**config.mk**
```make
export PLATFORM = sky130hd
export DESIGN_NAME = ee_access_ctrl
export DESIGN_NICKNAME = d
export VERILOG_FILES = /design/src/rtl/ee_access_ctrl.sv
export SDC_FILE = /design/constraint.sdc
export NUM_CORES = 1
export LEC_CHECK = 0
export ABC_AREA = 0
export BUFFER_PORTS_ARGS = -buffer_cell sky130_fd_sc_hd__buf_2
export CAP_MARGIN = 5
export CORE_ASPECT_RATIO = 0.75
export CORE_MARGIN = 2
export CORE_UTILIZATION = 51
export CTS_CLUSTER_DIAMETER = 40
export CTS_CLUSTER_SIZE = 28
export DETAILED_ROUTE_END_ITERATION = 10
export GPL_TIMING_DRIVEN = 0
export HOLD_SLACK_MARGIN = 0.03
export PLACE_DENSITY = 0.8
export SLEW_MARGIN = 20
export SYNTH_ARGS = -nofsm -noshare
export SYNTH_HDL_FRONTEND = slang
export SYNTH_SLANG_ARGS = --single-unit
```
**constraint.sdc**
```tcl
create_clock -name clk -period 2.26 [get_ports clk]
set_input_delay 0 -clock clk [delete_from_list [all_inputs] [get_ports clk]]
set_output_delay 0 -clock clk [all_outputs]
set_load 0.005 [all_outputs]
```
**src/rtl/ee_access_ctrl.sv**
```systemverilog
module ee_access_ctrl #(
  parameter int HW     = 32,
  parameter int EE_AW  = 16,
  parameter int BASE_W = 9,
  parameter int MEM_AW = 24
) (
  input  logic              clk,
  input  logic              rst_n,
  input  logic              ctl_wr,
  input  logic [1:0]        ctl_wdata,
  input  logic              addr_wr,
  input  logic [EE_AW-1:0]  addr_wdata,
  input  logic              data_wr,
  input  logic [HW-1:0]     data_wdata,
  input  logic              base_wr,
  input  logic [BASE_W-1:0] base_wdata,
  input  logic              burst_wr,
  input  logic              burst_wdata,
  output logic [1:0]        ctl_q,
  output logic [EE_AW-1:0]  addr_q,
  output logic [7:0]        data_q,
  output logic [BASE_W-1:0] base_q,
  output logic              burst_q,
  output logic              ee_req,
  output logic              ee_we,
  output logic [EE_AW-1:0]  ee_addr,
  output logic [7:0]        ee_wdata,
  input  logic              ee_ack,
  input  logic [7:0]        ee_rdata,
  output logic              mem_we,
  output logic [MEM_AW-1:0] mem_addr,
  output logic [7:0]        mem_wdata
);
  localparam int LOW_W = MEM_AW - BASE_W;

  typedef enum logic [2:0] {S_IDLE, S_RD, S_WR, S_BHI, S_BLO, S_BDAT} st_t;

  st_t              st_q;
  logic [EE_AW-1:0] ptr_q, nxt_q;
  logic [7:0]       hi_q, lo_q;
  logic [15:0]      rec;
  logic             busy, start_rd, start_wr, start_bu;
  logic             unused_bits;

  assign busy     = (st_q != S_IDLE);
  assign start_rd = !busy && ctl_wr && ctl_wdata[1];
  assign start_wr = !busy && ctl_wr && ctl_wdata[0] && !ctl_wdata[1];
  assign start_bu = !busy && !(ctl_wr && |ctl_wdata) && burst_wr && burst_wdata;
  assign rec      = {hi_q, lo_q};

  assign ctl_q    = {st_q == S_RD, st_q == S_WR};
  assign burst_q  = (st_q == S_BHI) || (st_q == S_BLO) || (st_q == S_BDAT);
  assign ee_req   = busy;
  assign ee_we    = (st_q == S_WR);
  assign ee_addr  = ptr_q;
  assign ee_wdata = data_q;

  assign unused_bits = ^{data_wdata[HW-1:8], rec[15:LOW_W]};

  always_ff @(posedge clk or negedge rst_n) begin
    if (!rst_n) begin
      st_q      <= S_IDLE;
      ptr_q     <= '0;
      nxt_q     <= '0;
      addr_q    <= '0;
      data_q    <= '0;
      base_q    <= '0;
      hi_q      <= '0;
      lo_q      <= '0;
      mem_we    <= 1'b0;
      mem_addr  <= '0;
      mem_wdata <= '0;
    end else begin
      mem_we <= 1'b0;
      if (!busy) begin
        if (addr_wr) addr_q <= addr_wdata;
        if (data_wr) data_q <= data_wdata[7:0];
        if (base_wr) base_q <= base_wdata;
      end
      if (busy && ee_ack) begin
        ptr_q <= ptr_q + 1'b1;
        nxt_q <= ptr_q + 1'b1;
      end
      case (st_q)
        S_IDLE: begin
          if (start_rd) begin
            st_q  <= S_RD;
            ptr_q <= addr_q;
          end else if (start_wr) begin
            st_q  <= S_WR;
            ptr_q <= addr_q;
          end else if (start_bu) begin
            st_q  <= S_BHI;
            ptr_q <= nxt_q;
          end
        end
        S_RD: if (ee_ack) begin
          data_q <= ee_rdata;
          st_q   <= S_IDLE;
        end
        S_WR: if (ee_ack) st_q <= S_IDLE;
        S_BHI: if (ee_ack) begin
          hi_q <= ee_rdata;
          st_q <= S_BLO;
        end
        S_BLO: if (ee_ack) begin
          lo_q <= ee_rdata;
          st_q <= ({hi_q, ee_rdata} == 16'hFFFF) ? S_IDLE : S_BDAT;
        end
        S_BDAT: if (ee_ack) begin
          mem_we    <= 1'b1;
          mem_addr  <= {base_q, rec[LOW_W-1:0]};
          mem_wdata <= ee_rdata;
          st_q      <= S_BHI;
        end
        default: st_q <= S_IDLE;
      endcase
    end
  end

  p_req_hold_r11: assert property (@(posedge clk) disable iff (!rst_n)
    (ee_req && !ee_ack) |=> (ee_req && $stable(ee_addr)));

  p_req_fall_r11: assert property (@(posedge clk) disable iff (!rst_n)
    $fell(ee_req) |-> $past(ee_ack));

  p_req_clear_r2: assert property (@(posedge clk) disable iff (!rst_n)
    (ee_ack && (ctl_q != 2'b00)) |=> (ctl_q == 2'b00));

  p_mem_after_ack_r8: assert property (@(posedge clk) disable iff (!rst_n)
    mem_we |-> $past(ee_ack));

  p_mem_base_r8: assert property (@(posedge clk) disable iff (!rst_n)
    mem_we |-> (mem_addr[MEM_AW-1:LOW_W] == base_q));

  p_single_onehot_r4: assert property (@(posedge clk) disable iff (!rst_n)
    $onehot0({ctl_q, burst_q}));
endmodule

```
==> reports/results.tsv, run 1 <==
metric	value	unit
outcome	complete, no violations	
Hold Path Class	primary input to flop	
Hold Violations, Final	0	
CP max stage cell	o31ai_1	
Die Width	122	um
Seq/Total Area, Yosys	0.547	
post-DP HPWL	9980	um
final instance count without filler cells	807	
Crit Path Category	flop to flop	
Core Area	10200	sq um
power density cells	1380	nW/um^2
worst skew pair latency	0.41	ns
CP Cell Sequence	buf_2 > o31ai_1 > buf_2 > clkbuf_2 > o21ai_0	
wire per inst	18.2	um
maximum VDD drop	744	uV
ant diodes	0	
post-detailed-route count of antenna-violating nets	0	
Worst Tran Pin Value	0.790	ns
CTS sink count	117	
initial antenna violation count	0	
initial detailed-routing violation count	296	
ys async rst share	1.00	
Max-Slew Margin vs Limit	0.471	
cell family with most CP delay	buffers and inverters	
Pins Over Slew Limit	0	
die height	92.7	um
CP max stage delay	0.51	ns
Synth Register Bits	117	
Critical Path AT	2.34	ns
Synth cell types	54	
port bufs	146	
CTS root buffer	clkbuf_16	
Seq. cell area	2930	sq um
Row Count	32	
post-synthesis net count	528	
Setup Fix Bufs, Post-CTS	0	
DRC	0	
Post-Synthesis Cells	451	
Tcrit/Tclk final	0.912	
vias post-DR	4492	
setup TNS	0	ns
Worst path most repeated cell	buf_2	
worst path buffer plus inverter count	3	
Clock Path Buffers	2	
number of I/O pins	171	
Worst Skew	0.00870	ns
drt via density	5.57	
startpoint types	flop	
# setup viols final	0	
CTS clk-pin slew, worst paths	0.05	ns
initial core utilization	0.522	
RSZ-0062 raised after global routing	no	
DRT Pass-1 Iters	5	
Post-synth EDFFs	0	
Max-Cap Viols	0	
largest net degree at the start of global routing	66	
Area Overhead vs Synth	36.2	%
die area	11300	sq um
leakage	0.00342	uW
DRT Wirelength	14700	um
CTS tree	yes	
Routability Congestion	0.925	
H-tree depth reported by CTS	4	
CTS Buf Count	17	
vias in the first global route	4439	
GRT Total Usage	0.269	
Tmin final	2.06	ns
Mean Syn Cell Area	11.9	sq um
area occupied by multi-input gates	2210	sq um
Top FF cell, synth	dfrtp_1	
DP Cell Count	734	
fin nets	736	
Congestion Overflow GR	0	
Ys Warns	0	
share of layout cells above drive strength 1	0.414	
Max Freq	0.485	GHz
Worst setup EP type	flop	
global-route wire length before repair	23200	um
Post-Synthesis Cell Area	5350	sq um
data required time of the critical path	2.54	ns
Crit Path Max Fanout	10	
filler instances	740	
-- Yosys cell counts (all sizes together) (6+ instances only) --
cell type / n / area, sq um
nor2: 8 / 30.0
nor3: 6 / 40.0
nand3: 14 / 70.1
o211ai: 7 / 52.6
xnor2: 8 / 70.1
mux2: 74 / 833
or3: 10 / 62.6
o21ai: 34 / 170
nand4: 9 / 71.3
and2: 6 / 37.5
buf: 26 / 168
mux2i: 9 / 90.1
clkbuf: 11 / 45.1
xor2: 8 / 70.1
dfrtp: 117 / 2930
nand2: 40 / 150
a21oi: 8 / 40.0
and3: 9 / 58.8
-- timing repair --
item,in CTS,in global routing
hold buffers,42,0
setup endpoints to repair,0,17
endpoints found under the hold margin,174,0
resized for setup,0,7
-- layout by cell type (no fill, tap or decap), types with 3 or more instances in the layout --
cell / count
clkbuf_1: 10
and3_1: 7
a21oi_1: 7
o211ai_1: 7
clkbuf_16: 17
dfrtp_1: 117
nand2_1: 40
xor2_1: 8
clkinv_2: 6
mux2_2: 64
xnor2_1: 8
and2_1: 6
buf_4: 10
dlygate4sd3_1: 42
or3_1: 10
mux2_1: 10
or4_1: 3
nor4_1: 4
o21ai_0: 22
mux2i_1: 9
inv_1: 3
nor2_1: 8
o21ai_1: 11
buf_6: 3
buf_2: 159
a311o_1: 3
nor3_1: 4
nand3_1: 14
nand4_1: 8
a211oi_1: 3
-- registers in the layout, indices dropped and copies added (netlist names) --
name,cells
ee_addr,16
st_q,3
nxt_q,16
hi_q,8
data_q,8
base_q,9
lo_q,8
addr_q,16
mem_addr,24
mem_we,1
mem_wdata,8
-- power breakdown --
group          internal, uW  switching [uW]  total, uW  leakage [uW]
clock                  1660             897       2560      0.000282
sequential             3100             787       3890       0.00143
combinational          1880            1760       3640       0.00171
-- cells by family after synthesis --
group	synth area share
xor gates and xnor gates	0.0262
adders and majority gates	0.00234
muxes	0.173
DFF	0.547
buffers and inverters	0.0426
and+or+nand+nor	0.117
AOI/OAI and AO/OA	0.0917
-- path summary, 6_finish.rpt --
path / startpoint / to / slack (ns) / depth (start not counted)
min: ctl_wdata[0] / st_q[0] / 0.05 / 3
min in group asynchronous: rst_n / addr_q[15] / 0.13 / 2
max reg2reg: st_q[1] / nxt_q[9] / 0.20 / 5
max in group asynchronous: rst_n / ee_addr[15] / 1.44 / 3
max: st_q[1] / nxt_q[9] / 0.20 / 5
min reg2reg: nxt_q[1] / nxt_q[1] / 0.47 / 2
-- per-layer routing --
| layer | vias up | part of all wire | track usage |
|---|---|---|---|
| li1 | 2047 | - | - |
| met1 | 2211 | 0.43 | 0.374 |
| met2 | 214 | 0.48 | 0.424 |
| met3 | 20 | 0.075 | 0.0634 |
| met4 | 0 | 0.012 | 0.0709 |
| met5 | - | 0 | 0 |
-- area by class of cell --
class	count	share of cell area
clock buffer	21	0.0632
buffer	37	0.0295
multi-input combinational	293	0.303
inverter	4	0.00206
sequential	117	0.402
clock inverter	10	0.0146
tap	136	0.0234
timing repair buffer	189	0.163
-- per-stage QoR --
| step | hold slack (ns) | power (uW) | worst slack, ns | area, sq um | util |
|---|---|---|---|---|---|
| after global routing | 0.103 | 10700 | 0.121 | 7290 | 0.711 |
| after global placement | 0.215 | 7230 | -0.157 | 6250 | 0.610 |
| after detailed placement | -0.0119 | 7430 | 0.0445 | 6280 | 0.613 |
| after CTS | 0.0405 | 10100 | 0.0412 | 7270 | 0.709 |
| final | 0.0530 | 10100 | 0.198 | 7290 | 0.711 |
| after floorplan | -0.296 | 5850 | 0.536 | 5350 | - |
-- worst reg2reg max path, delay by kind of cell, from the launching register on --
family / cells / cell delay, ns
buffers and inverters: 3 / 0.87
AO/OA/AOI/OAI: 2 / 0.66
flip-flops: 1 / 0.41
Note: power is estimated with default switching activity, not from simulation.
==> inputs of run 2 (changes only) <==
--- a/config.mk
+++ b/config.mk
@@ -7,7 +7,7 @@
 export LEC_CHECK = 0
 export ABC_AREA = 0
 export BUFFER_PORTS_ARGS = -buffer_cell sky130_fd_sc_hd__buf_2
-export CAP_MARGIN = 5
+export CAP_MARGIN = 20
 export CORE_ASPECT_RATIO = 0.75
 export CORE_MARGIN = 2
 export CORE_UTILIZATION = 51
@@ -17,6 +17,7 @@
 export GPL_TIMING_DRIVEN = 0
 export HOLD_SLACK_MARGIN = 0.03
 export PLACE_DENSITY = 0.8
+export SETUP_SLACK_MARGIN = 0.5
 export SLEW_MARGIN = 20
 export SYNTH_ARGS = -nofsm -noshare
 export SYNTH_HDL_FRONTEND = slang
==> run 2 against run 1 <==
- clock power about the same
- critical path type unchanged
- combinational power up 9.3%
- final cell count up 1.4%
- sequential share of layout area down 1.1 points
- count of clock-buffer cells in the layout unchanged
- sequential power about the same
- fmax up 19%
- non-clock buffer count up 11
- setup slack better by 0.33 ns
- via count up 1.9%
- die area unchanged
- highest routed layer unchanged
- design area up 3.2%
==> reports/results.tsv, run 2 (synthesis gave the netlist of run 1 again) <==
metric	value	unit	change
DRC	0		unchanged
Hold Violations, Final	0		unchanged
port bufs	146		unchanged
initial detailed-routing violation count	298		+0.68%
share of layout cells above drive strength 1	0.450		+0.0358
CTS sink count	117		unchanged
Die Width	122	um	unchanged
ant diodes	0		unchanged
Worst Skew	0.00601	ns	-0.00269 ns
Tmin final	1.73	ns	-0.333 ns
Area Overhead vs Synth	40.6	%	
Tcrit/Tclk final	0.765		-0.147
Pins Over Slew Limit	0		unchanged
Congestion Overflow GR	0		unchanged
outcome	complete, no violations		
initial antenna violation count	0		unchanged
Power, Total	10400	uW	+3.3%
flip-flop count of the largest register after layout	24		unchanged
commonest non-fill, non-tap cell in the layout	buf_2		
number of I/O pins	171		unchanged
pre-CTS setup slack	0.0445	ns	unchanged
Max Freq	0.578	GHz	+19%
Routability Congestion	0.925		unchanged
DRT Wirelength	15100	um	+2.7%
Max-Cap Viols	0		unchanged
fin nets	747		+1.5%
Critical Path AT	2.01	ns	-0.33 ns
largest net degree at the start of global routing	66		unchanged
Hold Path Class	primary input to flop		
power density cells	1390	nW/um^2	+0.14%
Crit Path Category	flop to flop		
CTS tree	yes		
drt via density	5.60		+0.57%
Reg2Reg Setup Slack	0.53	ns	+0.33 ns
worst skew pair latency	0.41	ns	about the same
leakage	0.00350	uW	+2.3%
Row Count	32		unchanged
largest register by flop count	mem_addr		
Clock Path Buffers	2		unchanged
wire per inst	18.4	um	+1.4%
Hold Slack	0.0564	ns	+0.00334 ns
Max-Slew Margin vs Limit	0.583		+0.112
post-DP HPWL	9980	um	unchanged
maximum VDD drop	750	uV	+0.83%
commonest non-fill, non-tap cells in the layout	buf_2, dfrtp_1, mux2_2		
post-detailed-route count of antenna-violating nets	0		unchanged
die area	11300	sq um	unchanged
startpoint types	flop		
vias post-DR	4579		+1.9%
vias in the first global route	4537		+2.2%
Crit Path Max Fanout	9		-1
RSZ-0062 raised after global routing	yes		
filler instances	716		-3.2%
GRT Total Usage	0.275		+0.00672
Worst Tran Pin Value	0.626	ns	-0.164 ns
initial core utilization	0.522		unchanged
data required time of the critical path	2.54	ns	about the same
Worst setup EP type	flop		
die height	92.7	um	unchanged
Core Area	10200	sq um	unchanged
# setup viols final	0		unchanged
worst setup margin	0.531	ns	+0.333 ns
CTS clk-pin slew, worst paths	0.05	ns	about the same
H-tree depth reported by CTS	4		unchanged
CTS Buf Count	17		unchanged
DRT Pass-1 Iters	5		unchanged
setup TNS	0	ns	unchanged
CTS root buffer	clkbuf_16		
global-route wire length before repair	23700	um	+2.4%
run 2: changes by cell type in the layout (fill, tap and decap cells not counted), moves of 3 or more:
cell,previous run,this run
buf_4,10,22
buf_2,159,150
dfrtp_1,117,109
dfrtp_2,0,8
clkbuf_4,1,6
buf_6,3,6
clkbuf_1,10,7
nand3_1,14,11
run 2: final timing paths:
check                             startpoint           to  cells past startpoint
max in group asynchronous              rst_n      st_q[1]                      3
min in group asynchronous              rst_n    addr_q[6]                      2
worst min register to register     nxt_q[10]    nxt_q[10]                      2
worst max-delay path              ee_addr[3]  ee_addr[13]                      5
worst min-delay path            ctl_wdata[0]      st_q[0]                      3
worst max register to register    ee_addr[3]  ee_addr[13]                      5
run 2: what timing repair did:
action / in CTS / in global routing
pin swaps: 3 / 2
gates resized for setup: 23 / 26
endpoints found under the hold margin: 174 / 0
buffers inserted: 8 / 3
endpoints found under the setup margin: 90 / 83
hold buffers: 42 / 0
run 2: through the flow:
stage	instances	util	area, sq um
after detailed placement	734	0.613	6280
after global routing	818	0.733	7520
after floorplan	451	-	5350
final	818	0.733	7520
after CTS	815	0.723	7410
after global placement	733	0.610	6250
run 2: cell type report:
type                       instances  area, sq um  area share
clock buffer                      21          460      0.0613
timing repair buffer             200         1280       0.171
clock inverter                    10          106      0.0141
tap                              136          170      0.0226
multi-input combinational        293         2280       0.303
sequential                       117         2940       0.391
inverter                           4         15.0     0.00200
buffer                            37          267      0.0355
run 2: metal layers:
layer | up-vias | wire, um | GRT usage
met2 | 193 | 7340 | 0.438
met5 | - | 0 | 0
met4 | 0 | 193 | 0.0718
met1 | 2289 | 6480 | 0.380
li1 | 2074 | - | -
met3 | 23 | 1050 | 0.0665
run 2: report_power, final:
part           internal, uW  switching, uW  total, uW
sequential             3110            766       3880
clock                  1660            897       2560
combinational          2100           1890       3980
run 2: critical path, stage by stage, from the launching register on:
cell and delay (ns):
dfrtp_2 0.41, and4_1 0.20, buf_6 0.15, nand4_4 0.18, o311a_1 0.32, or3_1 0.34
==> inputs of run 3 (changes only) <==
--- a/config.mk
+++ b/config.mk
@@ -10,13 +10,13 @@
 export CAP_MARGIN = 20
 export CORE_ASPECT_RATIO = 0.75
 export CORE_MARGIN = 2
-export CORE_UTILIZATION = 51
+export CORE_UTILIZATION = 46
 export CTS_CLUSTER_DIAMETER = 40
 export CTS_CLUSTER_SIZE = 28
 export DETAILED_ROUTE_END_ITERATION = 10
 export GPL_TIMING_DRIVEN = 0
 export HOLD_SLACK_MARGIN = 0.03
-export PLACE_DENSITY = 0.8
+export PLACE_DENSITY = 0.76
 export SETUP_SLACK_MARGIN = 0.5
 export SLEW_MARGIN = 20
 export SYNTH_ARGS = -nofsm -noshare
==> constraint.sdc (replaced) <==
create_clock -name clk -period 1.5 [get_ports clk]
set_input_delay 0 -clock clk [delete_from_list [all_inputs] [get_ports clk]]
set_output_delay 0 -clock clk [all_outputs]
set_load 0.005 [all_outputs]
==> run 3 against run 2 <==
- the run now ends with negative setup slack left
- design area grew 25%
- setup slack lost 0.83 ns
- first-iteration DRC count grew 120%
- die area grew 10%
- flip-flop and latch count is the same
- register-to-register slack lost 0.83 ns
- clock skew grew 0.0095 ns
- sequential share of layout area shrank 7.8 points
- via count grew 22%
- global-route usage grew 3.3 points
- fmax shrank 3.7%
- largest cell class unchanged
- largest power group unchanged
==> reports/results.tsv, run 3 (synthesis gave the netlist of run 1 again) <==
metric	value	unit	change
fin nets	829		+11%
DRC	0		unchanged
Max Freq	0.557	GHz	-3.7%
maximum VDD drop	1100	uV	+46%
global-route wire length before repair	29400	um	+24%
number of I/O pins	171		unchanged
outcome	finished with violations		
largest net degree at the start of global routing	84		+27%
CTS clk-pin slew, worst paths	0.06	ns	about the same
CTS root buffer	clkbuf_16		
DRT Pass-1 Iters	5		unchanged
drt via density	6.16		+10%
Max-Cap Viols	0		unchanged
Clock Path Buffers	2		unchanged
H-tree depth reported by CTS	4		unchanged
Routability Congestion	0.914		-1.2%
Crit Path Category	flop to flop		
RSZ-0062 raised after global routing	yes		
Hold Violations, Final	0		unchanged
flip-flop count of the largest register after layout	24		unchanged
power density cells	2220	nW/um^2	+60%
largest register by flop count	mem_addr		
die height	97.4	um	+5.1%
post-DP HPWL	9970	um	about the same
Worst Skew	0.0155	ns	+0.00945 ns
initial detailed-routing violation count	653		+120%
worst skew pair latency	0.42	ns	about the same
post-detailed-route count of antenna-violating nets	0		unchanged
leakage	0.00442	uW	+26%
CTS tree	yes		
CTS Buf Count	17		unchanged
worst setup margin	-0.296	ns	-0.827 ns
Post-DP Area	6670	sq um	+6.2%
Row Count	34		+6.3%
Hold Path Class	primary input to async pin		
Area Overhead vs Synth	75.9	%	
data required time of the critical path	1.79	ns	-0.75 ns
GRT Total Usage	0.308		+0.0327
Worst setup EP type	flop		
Congestion Overflow GR	0		unchanged
startpoint types	flop		
Pins Over Slew Limit	0		unchanged
commonest non-fill, non-tap cell in the layout	buf_2		
port bufs	146		unchanged
failing checks	negative setup slack		
vias in the first global route	5274		+16%
Crit Path Max Fanout	6		-3
post-route cell area	9410	sq um	+25%
vias post-DR	5599		+22%
share of layout cells above drive strength 1	0.610		+0.160
CTS sink count	117		unchanged
Critical Path AT	2.09	ns	+0.08 ns
Core Area	11500	sq um	+12%
initial antenna violation count	1		+1
commonest non-fill, non-tap cells in the layout	buf_2, dfrtp_1, buf_6		
Tmin final	1.80	ns	+0.0669 ns
Tcrit/Tclk final	1.20		+0.432
Die Width	129	um	+5.1%
Power, Total	20900	uW	+100%
# setup viols final	121		+121
initial core utilization	0.466		-0.0562
die area	12500	sq um	+10%
Max-Slew Margin vs Limit	0.533		-0.0497
wire per inst	24.7	um	+34%
Worst Tran Pin Value	0.701	ns	+0.0746 ns
filler instances	572		-20%
DRT Wirelength	22500	um	+49%
==> run 3: cell count changes in the layout (fill, tap and decap cells not counted), sizes merged <==
cell and delta:
clkinv -3, buf +84, inv -1, clkbuf -2, dlygate4sd3 +2, clkinvlp +2
diode +1
==> run 3: worst paths after layout <==
kind                              startpoint           end  slack [ns]  cells past startpoint
worst min-delay path                   rst_n    ee_addr[5]        0.05                      2
min in group clk                ctl_wdata[1]       st_q[0]        0.13                      3
worst max-delay path                 st_q[1]  mem_addr[16]       -0.30                      8
worst max register to register       st_q[1]  mem_addr[16]       -0.30                      8
worst min register to register      nxt_q[8]      nxt_q[8]        0.50                      2
max in group asynchronous              rst_n       st_q[1]        0.72                      3
==> run 3: per-stage QoR <==
stage / instances / hold WS (ns) / setup WS (ns) / TNS (ns) / util
floorplan: 451 / -0.296 / -0.123 / -1.63 / -
global placement: 741 / 0.217 / -1.11 / -116.91 / 0.578
detailed placement: 742 / -0.0840 / -0.425 / -11.84 / 0.581
CTS: 879 / 0.0490 / -0.207 / -11.31 / 0.771
global route: 908 / 0.0779 / -0.322 / -25.46 / 0.819
finish: 909 / 0.0478 / -0.296 / -22.04 / 0.819
==> run 3: report_power, final <==
group | switching, uW | internal [uW] | total [uW] | leakage, uW
clock | 1500 | 2650 | 4150 | 0.000287
combinational | 4620 | 5980 | 10600 | 0.00272
sequential | 1420 | 4710 | 6130 | 0.00141
total | 7540 | 13300 | 20900 | 0.00442
==> run 3: what timing repair did <==
action	in CTS	in global routing
hold buffers	44	0
pin swaps	27	27
resized for setup	120	84
endpoints found under the hold margin	175	0
setup buffers	54	29
cloned	8	0
endpoints found under the setup margin	142	148
==> run 3: routing by layer <==
layer / global-route usage / wire length [um] / up-vias
li1: - / - / 2250
met1: 0.403 / 8520 / 2795
met2: 0.495 / 10500 / 431
met3: 0.0787 / 2210 / 123
met4: 0.116 / 1200 / 0
met5: 0 / 0 / -
==> run 3: cell type report <==
type	count	area, sq um	area share
Clock inverter	8	97.6	0.0104
Buffer	37	450	0.0479
Multi-Input combinational cell	293	2830	0.301
Inverter	4	35.0	0.00372
Timing Repair Buffer	282	2360	0.251
Tap cell	144	180	0.0192
Antenna cell	1	2.50	0.000266
Clock buffer	23	498	0.0529
Sequential cell	117	2950	0.313
==> run 3: worst max-delay path, cell delays in order (launching register included) <==
cell and delay (ns):
dfrtp_2 0.45, buf_6 0.16, buf_6 0.12, nor2_4 0.11
nand3_4 0.12, buf_6 0.17, buf_6 0.11, buf_8 0.13
mux2_4 0.29
